==> src/rtl/flash_poll_pkg.sv <==
package flash_poll_pkg;
  typedef enum logic [2:0] {
    ST_IDLE,
    ST_ARM,
    ST_READ,
    ST_SETTLE,
    ST_FINAL
  } poll_state_e;
endpackage

==> src/rtl/fpoll_settle_timer.sv <==
module fpoll_settle_timer #(
  parameter int CYCLES = 100
) (
  input  logic clk,
  input  logic rst_n,
  input  logic start,
  output logic expire
);
  localparam int CNT_W = (CYCLES > 1) ? $clog2(CYCLES) : 1;
  localparam logic [CNT_W-1:0] LOAD = CNT_W'(CYCLES - 1);

  logic             run;
  logic [CNT_W-1:0] cnt;

  always_ff @(posedge clk) begin
    if (!rst_n) begin
      run <= 1'b0;
      cnt <= '0;
    end else if (start) begin
      run <= 1'b1;
      cnt <= LOAD;
    end else if (run) begin
      if (cnt == '0) run <= 1'b0;
      else           cnt <= cnt - 1'b1;
    end
  end

  assign expire = run && (cnt == '0);

  // the engine never restarts the settle wait while it is running
  a_r7_no_restart: assert property (@(posedge clk) disable iff (!rst_n)
    run |-> !start);
  // the wait always ends with an expire once started
  a_r7_runs_after_start: assert property (@(posedge clk) disable iff (!rst_n)
    start |=> (run || expire));
endmodule

==> src/rtl/fpoll_status_judge.sv <==
module fpoll_status_judge (
  input  logic       clk,
  input  logic       rst_n,
  input  logic       clear,
  input  logic       sample,
  input  logic [7:0] data,
  input  logic       is_erase,
  input  logic       use_toggle,
  input  logic       exp_bit7,
  output logic       complete
);
  logic have_prev;
  logic prev_b6;

  always_ff @(posedge clk) begin
    if (!rst_n || clear) begin
      have_prev <= 1'b0;
      prev_b6   <= 1'b0;
    end else if (sample) begin
      have_prev <= 1'b1;
      prev_b6   <= data[6];
    end
  end

  always_comb begin
    if (use_toggle)    complete = have_prev && (data[6] == prev_b6);
    else if (is_erase) complete = data[7];
    else               complete = (data[7] == exp_bit7);
  end

  // a reference bit is recorded after any toggle-mode sample
  a_r6_ref_taken: assert property (@(posedge clk) disable iff (!rst_n)
    (sample && !clear) |=> have_prev);
endmodule

==> src/rtl/flash_poll_engine.sv <==
module flash_poll_engine
  import flash_poll_pkg::*;
#(
  parameter int ADDR_W    = 20,
  parameter int DEV_BYTES = 524288,
  parameter int TO_W      = 16,
  parameter int CLK_MHZ   = 100,
  parameter int SETTLE_NS = 1000
) (
  input  logic              clk,
  input  logic              rst_n,
  input  logic              req_valid,
  output logic              req_ready,
  input  logic              req_erase,
  input  logic              req_toggle,
  input  logic [7:0]        req_data,
  input  logic [ADDR_W-1:0] req_addr,
  input  logic [TO_W-1:0]   timeout_limit,
  input  logic              poll_ok,
  output logic              rd_strobe,
  output logic [ADDR_W-1:0] rd_addr,
  input  logic              rd_ack,
  input  logic [7:0]        rd_data,
  output logic              done,
  output logic              timed_out,
  output logic              addr_err,
  output logic [7:0]        result
);
  localparam int SETTLE_RAW = (CLK_MHZ * SETTLE_NS) / 1000;
  localparam int SETTLE_CYC = (SETTLE_RAW < 1) ? 1 : SETTLE_RAW;
  localparam logic [ADDR_W:0] DEV_END = (ADDR_W+1)'(DEV_BYTES);

  poll_state_e       state;
  logic [ADDR_W-1:0] addr_q;
  logic              exp7_q;
  logic              erase_q;
  logic              toggle_q;
  logic [TO_W-1:0]   limit_q;
  logic [TO_W-1:0]   tries;
  logic              complete;
  logic              settle_done;
  logic              status_ack;
  logic              last_try;
  logic              addr_bad;

  assign req_ready  = (state == ST_IDLE);
  assign rd_strobe  = (state == ST_READ) || (state == ST_FINAL);
  assign rd_addr    = addr_q;
  assign status_ack = (state == ST_READ) && rd_ack;
  assign addr_bad   = ({1'b0, req_addr} >= DEV_END);
  assign last_try   = ({1'b0, tries} + 1'b1) >= {1'b0, limit_q};

  fpoll_status_judge u_judge (
    .clk        (clk),
    .rst_n      (rst_n),
    .clear      (state == ST_IDLE),
    .sample     (status_ack),
    .data       (rd_data),
    .is_erase   (erase_q),
    .use_toggle (toggle_q),
    .exp_bit7   (exp7_q),
    .complete   (complete)
  );

  fpoll_settle_timer #(.CYCLES(SETTLE_CYC)) u_settle (
    .clk    (clk),
    .rst_n  (rst_n),
    .start  (status_ack && complete),
    .expire (settle_done)
  );

  always_ff @(posedge clk) begin
    if (!rst_n) begin
      state     <= ST_IDLE;
      addr_q    <= '0;
      exp7_q    <= 1'b0;
      erase_q   <= 1'b0;
      toggle_q  <= 1'b0;
      limit_q   <= '0;
      tries     <= '0;
      done      <= 1'b0;
      timed_out <= 1'b0;
      addr_err  <= 1'b0;
      result    <= '0;
    end else begin
      done      <= 1'b0;
      timed_out <= 1'b0;
      addr_err  <= 1'b0;
      case (state)
        ST_IDLE: begin
          if (req_valid) begin
            if (addr_bad) begin
              addr_err <= 1'b1;
            end else begin
              addr_q   <= req_addr;
              exp7_q   <= req_data[7];
              erase_q  <= req_erase;
              toggle_q <= req_toggle;
              limit_q  <= (timeout_limit == '0) ? TO_W'(1) : timeout_limit;
              tries    <= '0;
              state    <= ST_ARM;
            end
          end
        end
        ST_ARM: begin
          if (poll_ok) state <= ST_READ;
        end
        ST_READ: begin
          if (rd_ack) begin
            if (complete) begin
              state <= ST_SETTLE;
            end else if (last_try) begin
              timed_out <= 1'b1;
              state     <= ST_IDLE;
            end else begin
              tries <= tries + 1'b1;
            end
          end
        end
        ST_SETTLE: begin
          if (settle_done) state <= ST_FINAL;
        end
        ST_FINAL: begin
          if (rd_ack) begin
            result <= rd_data;
            done   <= 1'b1;
            state  <= ST_IDLE;
          end
        end
        default: state <= ST_IDLE;
      endcase
    end
  end

  // outcome pulses are mutually exclusive
  a_r11_one_outcome: assert property (@(posedge clk) disable iff (!rst_n)
    $onehot0({done, timed_out, addr_err}));
  // no read while the issuing side withholds permission
  a_r3_gate: assert property (@(posedge clk) disable iff (!rst_n)
    (state == ST_ARM && !poll_ok) |=> !rd_strobe);
  // an unacknowledged read is held with a stable address
  a_r10_hold: assert property (@(posedge clk) disable iff (!rst_n)
    (rd_strobe && !rd_ack) |=> (rd_strobe && $stable(rd_addr)));
  // an address error only follows an accepted request
  a_r2_err_source: assert property (@(posedge clk) disable iff (!rst_n)
    addr_err |-> $past(req_valid && req_ready));
  // done only follows an acknowledged final read
  a_r8_done_source: assert property (@(posedge clk) disable iff (!rst_n)
    done |-> $past(state == ST_FINAL && rd_ack));
  // after a timeout pulse no read is active
  a_r9_stop: assert property (@(posedge clk) disable iff (!rst_n)
    timed_out |-> !rd_strobe);
endmodule

==> config.mk <==
export PLATFORM = sky130hd
export DESIGN_NAME = flash_poll_engine
export DESIGN_NICKNAME = d
export VERILOG_FILES = /design/src/rtl/flash_poll_pkg.sv /design/src/rtl/fpoll_settle_timer.sv /design/src/rtl/fpoll_status_judge.sv /design/src/rtl/flash_poll_engine.sv
export SDC_FILE = /design/constraint.sdc
export NUM_CORES = 1
export LEC_CHECK = 0
export CAP_MARGIN = 30
export CORE_MARGIN = 1.5
export CORE_UTILIZATION = 54
export CTS_CLUSTER_SIZE = 40
export DETAILED_ROUTE_END_ITERATION = 8
export GPL_TIMING_DRIVEN = 0
export PLACE_DENSITY = 0.85
export SLEW_MARGIN = 5
export SYNTH_ARGS = -nofsm -noshare
export SYNTH_HDL_FRONTEND = slang
export SYNTH_SLANG_ARGS = --single-unit
==> constraint.sdc <==
create_clock -name clk -period 6.07 [get_ports clk]
set_input_delay 0.9105 -clock clk [delete_from_list [all_inputs] [get_ports clk]]
set_output_delay 0.9105 -clock clk [all_outputs]
set_load 0.005 [all_outputs]
; ---- After elaboration in Yosys (flattened, before gate mapping)
; Index checks and enable logic that the tools add are counted.
[classes]
add_sub_neg = 3
order_cmp = 2
eq_ne = 16
muxes = 27
n_bitwise = 5
n_reduce_logical = 22
[op_table]
columns = operator, n
row1 = $mux W16, 6
row2 = $pmux W16 S2, 1
row3 = $mux W3, 8
row4 = $mux W7, 3
row5 = $ge A20 B20 Y1 const B, 1
row6 = $add A16 B1 Y17 const B, 1
row7 = $ge A17 B16 Y1, 1
row8 = $add A16 B1 Y16 const B, 1
row9 = $logic_not A16 Y1, 1
row10 = $ne A2 B2 Y1 const B, 8
row11 = $pmux W3 S5, 1
row12 = $mux W1, 8
row13 = $reduce_and A2 Y1, 4
row14 = $logic_not A7 Y1, 1
row15 = $reduce_and A7 Y1, 1
row16 = $sub A7 B1 Y7 const B, 1
row17 = $eq A3 B2 Y1 const B, 2
row18 = $reduce_and A3 Y1, 2
row19 = $reduce_and A6 Y1, 1
row20 = $not A1 Y1, 5
row21 = $logic_and A1 B1 Y1, 4
row22 = $reduce_bool A2 Y1, 2
row23 = $reduce_or A4 Y1, 1
row24 = $eq A3 B1 Y1 const B, 1
row25 = 8 further kinds, 10
[word_totals]
regBits = 79
input_bits = 59
output_inout_bits = 33
word_cells = 91

; ---- Longest topological paths before layout
[depth]
word_depth = 6
mapped_depth = 15
depth_no_buf = 14

; ---- Modules after synthesis
; Synthesis repeated with hierarchy kept, for this count alone.
[hier_totals]
hier_cells = 471
hier_area_um2 = 3987.6
[modules_own_cells]
columns = module, n_inst, cells_per_inst, area_per_inst_um2, seq_area_each_um2
row1 = flash_poll_engine, 1, 415, 3475.8, 1381.3
row2 = fpoll_settle_timer, 1, 43, 409.1, 160.2
row3 = fpoll_status_judge, 1, 13, 102.6, 40.0

; ---- Worst setup path after synthesis
; Ideal clock, no wire load.
[synth_path]
path_kind = reg2reg
startpoint = register tries[0]
endpoint = register tries[3]
setup_ns = 0.134
t_arrival_ns = 3.057
t_required_ns = 5.936
setup_slack_ns = 2.878
stages_incl_launch_ff = 15
path_buffers = 1
synth_period_minus_slack_ns = 3.192
path_cell_list = dfxtp_1 ha_1 and3_4 nand3_4 or2_2 xnor2_1 ha_1 a21oi_2 o21ai_1 a41o_1 or2_1 or2_1 buf_6 o311ai_0 o31ai_1
[synth_between]
elab_chain_len = 5
word_cells_on_any_way = 9
classes_between = add/sub (2) / order compare (1) / eq/ne (1) / mux (4) / reduce/logical (1)
[synth_rtl]
columns = element, line_no
row1 = "start, declared", flash_poll_engine.sv:39  ; logic [TO_W-1:0] tries;
row2 = "start signal, assigned", flash_poll_engine.sv:116  ; tries <= tries + 1'b1;
row3 = "parallel branches: the longest is 5 deep, another holds $add A16 B1 Y17", --
; Parallel ways; which one is timed is not known. The select of a mux whose other input is x is not followed.
; A chain may end at the register's enable or synchronous reset.

; ---- Final worst setup path
[layout_path]
startpoint = register tries[2]
endpoint = register tries[0]
[layout_between]
elab_chain_len = 4
[layout_rtl]
columns = element, line_no
row1 = $add A16 B1 Y17, flash_poll_engine.sv:51  ; assign last_try = ({1'b0, tries} + 1'b1) >= {1'b0, limit_q};
row2 = $ge A17 B16 Y1, flash_poll_engine.sv:51
row3 = $ne A2 B2 Y1 (no line), --
row4 = $reduce_and A6 Y1 (no line), --
; No other way between the ends.

==> flow_summary_export.csv <==
group,metric,value,unit
status,status,"completed",
run,max_cap_violations,0,
timing,min_period,3.92,ns
yosys,yosysUniqueCellTypes,56,
layout,n_antenna_cell,0,
cts,ctsHoldBuffers,0,
die,die_area,7850,µm²
setup_path,r2r_cells,15,
pwr,p_leak,1.85,nW
cts,cts.sinks,79,
yosys,syn_area,3960,µm²
yosys,synthArstFlopShare,0,%
placed_design,io_buffers,84,
die,floorplan.die.width,88.6,µm
die,core-area,7180,µm²
cts,cts_tree,"built",
grt,grt_usage,27.1,%
yosys,synthXorXnorAreaFrac,4.43,%
yosys,muxShareOfSynthArea,1.27,%
routing,drc,0,
cts,cts-root-buf,"clkbuf_8",
setup_path,crit_chain,"nand3_1 -> nor3_2 -> nand2_1 -> nor3_1 -> nand2b_1 -> nand2_1 -> ha_1 -> a21oi_1 -> o211ai_1 -> nor3_1 -> a211oi_1 -> or2_1 -> buf_6 -> o21ai_0 -> mux2i_1",
yosys,ys_seq_area_share,40.0,%
layout,drive_above_1_share,5.36,%
die,io_pins,92,
timing,drv_slew,0,
cts,post_cts_buffers,0,
placed_design,place_hpwl,7.30,mm
routing,vias,3661,
die,die_height,88.6,µm
die,initial_core_util,55.1,%
cts,clk_latency,0.37,ns
timing,hold_violations,0,
setup_path,slowest_delay,0.47,ns
placed_design,gp_congestion,0.872,
grt,grt_pass1_vias,3546,
grt,grt_first_pass_wirelength,16.2,mm
routing,drt-initial-drc-count,209,
setup_path,crit_type,"flop to flop",
timing,finalSetupViolations,0,
routing,detail-route-antenna-nets,0,
yosys,synth_top_family_by_area,"simple AND/OR/NAND/NOR gates",
setup_path,slowest_stage,"nor3_2",
yosys,synthFlopType,"dfxtp_1",
yosys,yosys.area_share.simple,23.6,%
yosys,ys_ff_latch,79,
layout,final_nets,650,
yosys,synth_compound_area_share,20.1,%
grt,grt-ovfl-total,0,
timing,timing.final.crit_share,64.6,%
layout,layoutNonFillerInstCount,677,
timing,clock-skew-final,0.00728,ns
setup_path,critPathLaunchType,"flop",
timing,worstMarginPinSlew,0.933,ns
pwr,p_per_area,245,nW/µm²
grt,grt_max_degree,14,
cts,cts.repair.resized,0,
timing,rsz0062_at_grt,"false",
setup_path,critPathMaxFanout,9,
routing,wirelength,10.0,mm
yosys,ys_warn_count,0,
min_path,min_path_cells,2,
timing,fmax,255,MHz
grt,antenna_found_initial,0,
timing,slew_headroom,37.3,%
yosys,syn_nets,555,
die,core.rowCount,31,
yosys,netlist_instances,478,
cts,clkTransAtPathRegs,0.08,ns
min_path,min_path_type,"flop to flop",
cts,cts_buffers,9,
routing,wire_per_inst,14.8,µm
cts,clk_path_buf_depth,2,
setup_path,arrival,4.15,ns
routing,vias_per_cell,5.41,
yosys,avgSynthCellArea,8.27,µm²
routing,firstDrtPassIters,5,
setup_path,crit_path_end_kind,"flop",
layout,syn_to_final_growth,30.4,%
timing,setup-tns-final,0,ns
cts,h-tree-depth,3,
yosys,synth_edf_count,0,
pwr,ir_worst_vdd,0.165,mV
setup_path,required,6.29,ns
placed_design,place_inst,661,
yosys,synthAdderAreaFrac,5.69,%
[cell usage after synthesis, types with 2 or more instances]
library cell    n  area share (%)
nor3_1          7            0.89
nand2_1       123              12
mux2i_1         5             1.3
xor2_1          8             1.8
clkbuf_1       20             1.9
nor2_1         12             1.1
buf_2           3            0.38
and2_1          3            0.47
nor4_1          6            0.95
a21oi_2         2            0.44
a21boi_0       54              10
or3_1           2            0.32
xnor2_1        12             2.7
o31ai_1         6             1.1
inv_1          24             2.3
dfxtp_1        79              40
nor2b_1         2            0.32
ha_1           18             5.7
a41oi_1         2            0.44
nand3_1         6            0.76
a21o_1          3            0.57
o21ai_0        14             1.8
nor4b_1         2            0.44
nand4_1         4            0.63
nor3b_1         2            0.38
nand3b_1        2            0.38
nand2b_1        7             1.1
a31oi_1         2            0.32
o311ai_0        5             1.1
a21oi_1        10             1.3
and3_1          5            0.79
or2_1           2            0.32
o22ai_1         2            0.32
and3_4          2            0.57
[logic make-up after synthesis]
group / count (synthesis)
buffers and inverters: 49
flip-flops: 79
multiplexers: 5
AND/OR/NAND/NOR: 197
adder cells (fa/ha/maj): 18
XOR/XNOR: 20
AO/OA/AOI/OAI: 110
[area by class of cell]
type                    instances  area (µm²)
multi-input cells             350        2180
fillers                       564        2020
flip-flops and latches         79        1580
repair buffers                 84         841
clock buffers                  11         131
well taps                      99         124
clock inverters                 5         106
plain buffers                  25         106
inverters                      24        90.1
[state kept, by name, summed over array words and instances, names as in the netlist, 3 cells and up]
name	cells
rd_addr	20
limit_q	16
tries	16
result	8
u_settle.cnt	7
state	3
[final timing paths]
check	start	endpoint	slack (ns)
hold / removal	result[2]$_SDFFE_PN0P_	result[2]$_SDFFE_PN0P_	0.46
setup / recovery	tries[2]$_SDFFE_PN0P_	tries[0]$_SDFFE_PN0P_	2.15
hold reg to reg	result[2]$_SDFFE_PN0P_	result[2]$_SDFFE_PN0P_	0.46
setup reg to reg	tries[2]$_SDFFE_PN0P_	tries[0]$_SDFFE_PN0P_	2.15
[critical path, delay by kind of cell (launching register included)]
| kind | cells | cell delay, ns |
|---|---|---|
| and+or+nand+nor | 8 | 1.85 |
| AOI/OAI and AO/OA | 4 | 0.98 |
| adders and majority gates | 1 | 0.20 |
| muxes | 1 | 0.15 |
| DFF | 1 | 0.45 |
| buffers and inverters | 1 | 0.14 |
[metal layers]
metal  vias to the layer above  track usage [%]  routed length, µm
met1                      1704             32.8               4470
met2                       122             44.9               4680
li1                       1820                -                  -
met5                         -                0                  0
met4                         0             10.4                169
met3                        15             8.68                679
[per-stage QoR]
step / worst slack, ns / util [%] / area [µm²] / hold WS (ns) / total power, mW
final: 2.15 / 71.9 / 5160 / 0.464 / 1.26
after global routing: 1.86 / 71.9 / 5160 / 0.492 / 1.32
after CTS: 2.25 / 71.9 / 5160 / 0.469 / 1.27
after detailed placement: 2.36 / 68.6 / 4920 / 0.458 / 0.797
after global placement: 2.42 / 68.6 / 4920 / 0.449 / 0.791
after floorplan: 2.88 / - / 3960 / 0.443 / 0.694
[report_power, final]
part | total, mW | switching [mW] | internal [mW]
Clock | 0.475 | 0.200 | 0.274
Combinational | 0.232 | 0.122 | 0.110
Sequential | 0.558 | 0.0149 | 0.543
Total | 1.26 | 0.337 | 0.927
[placed cells by master (no fill, tap or decap), drive strengths merged, types with 2 or more instances in the layout]
| cell | netlist | final |
|---|---|---|
| nor2b | 2 | 2 |
| nand2b | 8 | 8 |
| nor3 | 8 | 8 |
| o31ai | 6 | 6 |
| o22ai | 2 | 2 |
| dfxtp | 79 | 79 |
| nor4b | 2 | 2 |
| clkbuf | 21 | 32 |
| nor4 | 6 | 6 |
| a31oi | 2 | 2 |
| o311ai | 5 | 5 |
| ha | 18 | 18 |
| nand4 | 4 | 4 |
| or2 | 3 | 3 |
| xnor2 | 12 | 12 |
| inv | 24 | 24 |
| a21oi | 12 | 12 |
| or3 | 2 | 2 |
| nand2 | 123 | 123 |
| a21boi | 54 | 54 |
| mux2i | 5 | 5 |
| buf | 4 | 4 |
| nand3 | 7 | 7 |
| nand3b | 2 | 2 |
| xor2 | 8 | 8 |
| bufinv | 0 | 3 |
| o21ai | 16 | 16 |
| nor2 | 13 | 13 |
| a21o | 3 | 3 |
| and3 | 7 | 7 |
| clkdlybuf4s50 | 0 | 84 |
| a41oi | 2 | 2 |
| and2 | 4 | 4 |
| nor3b | 2 | 2 |
(Power assumes the default switching activity.)
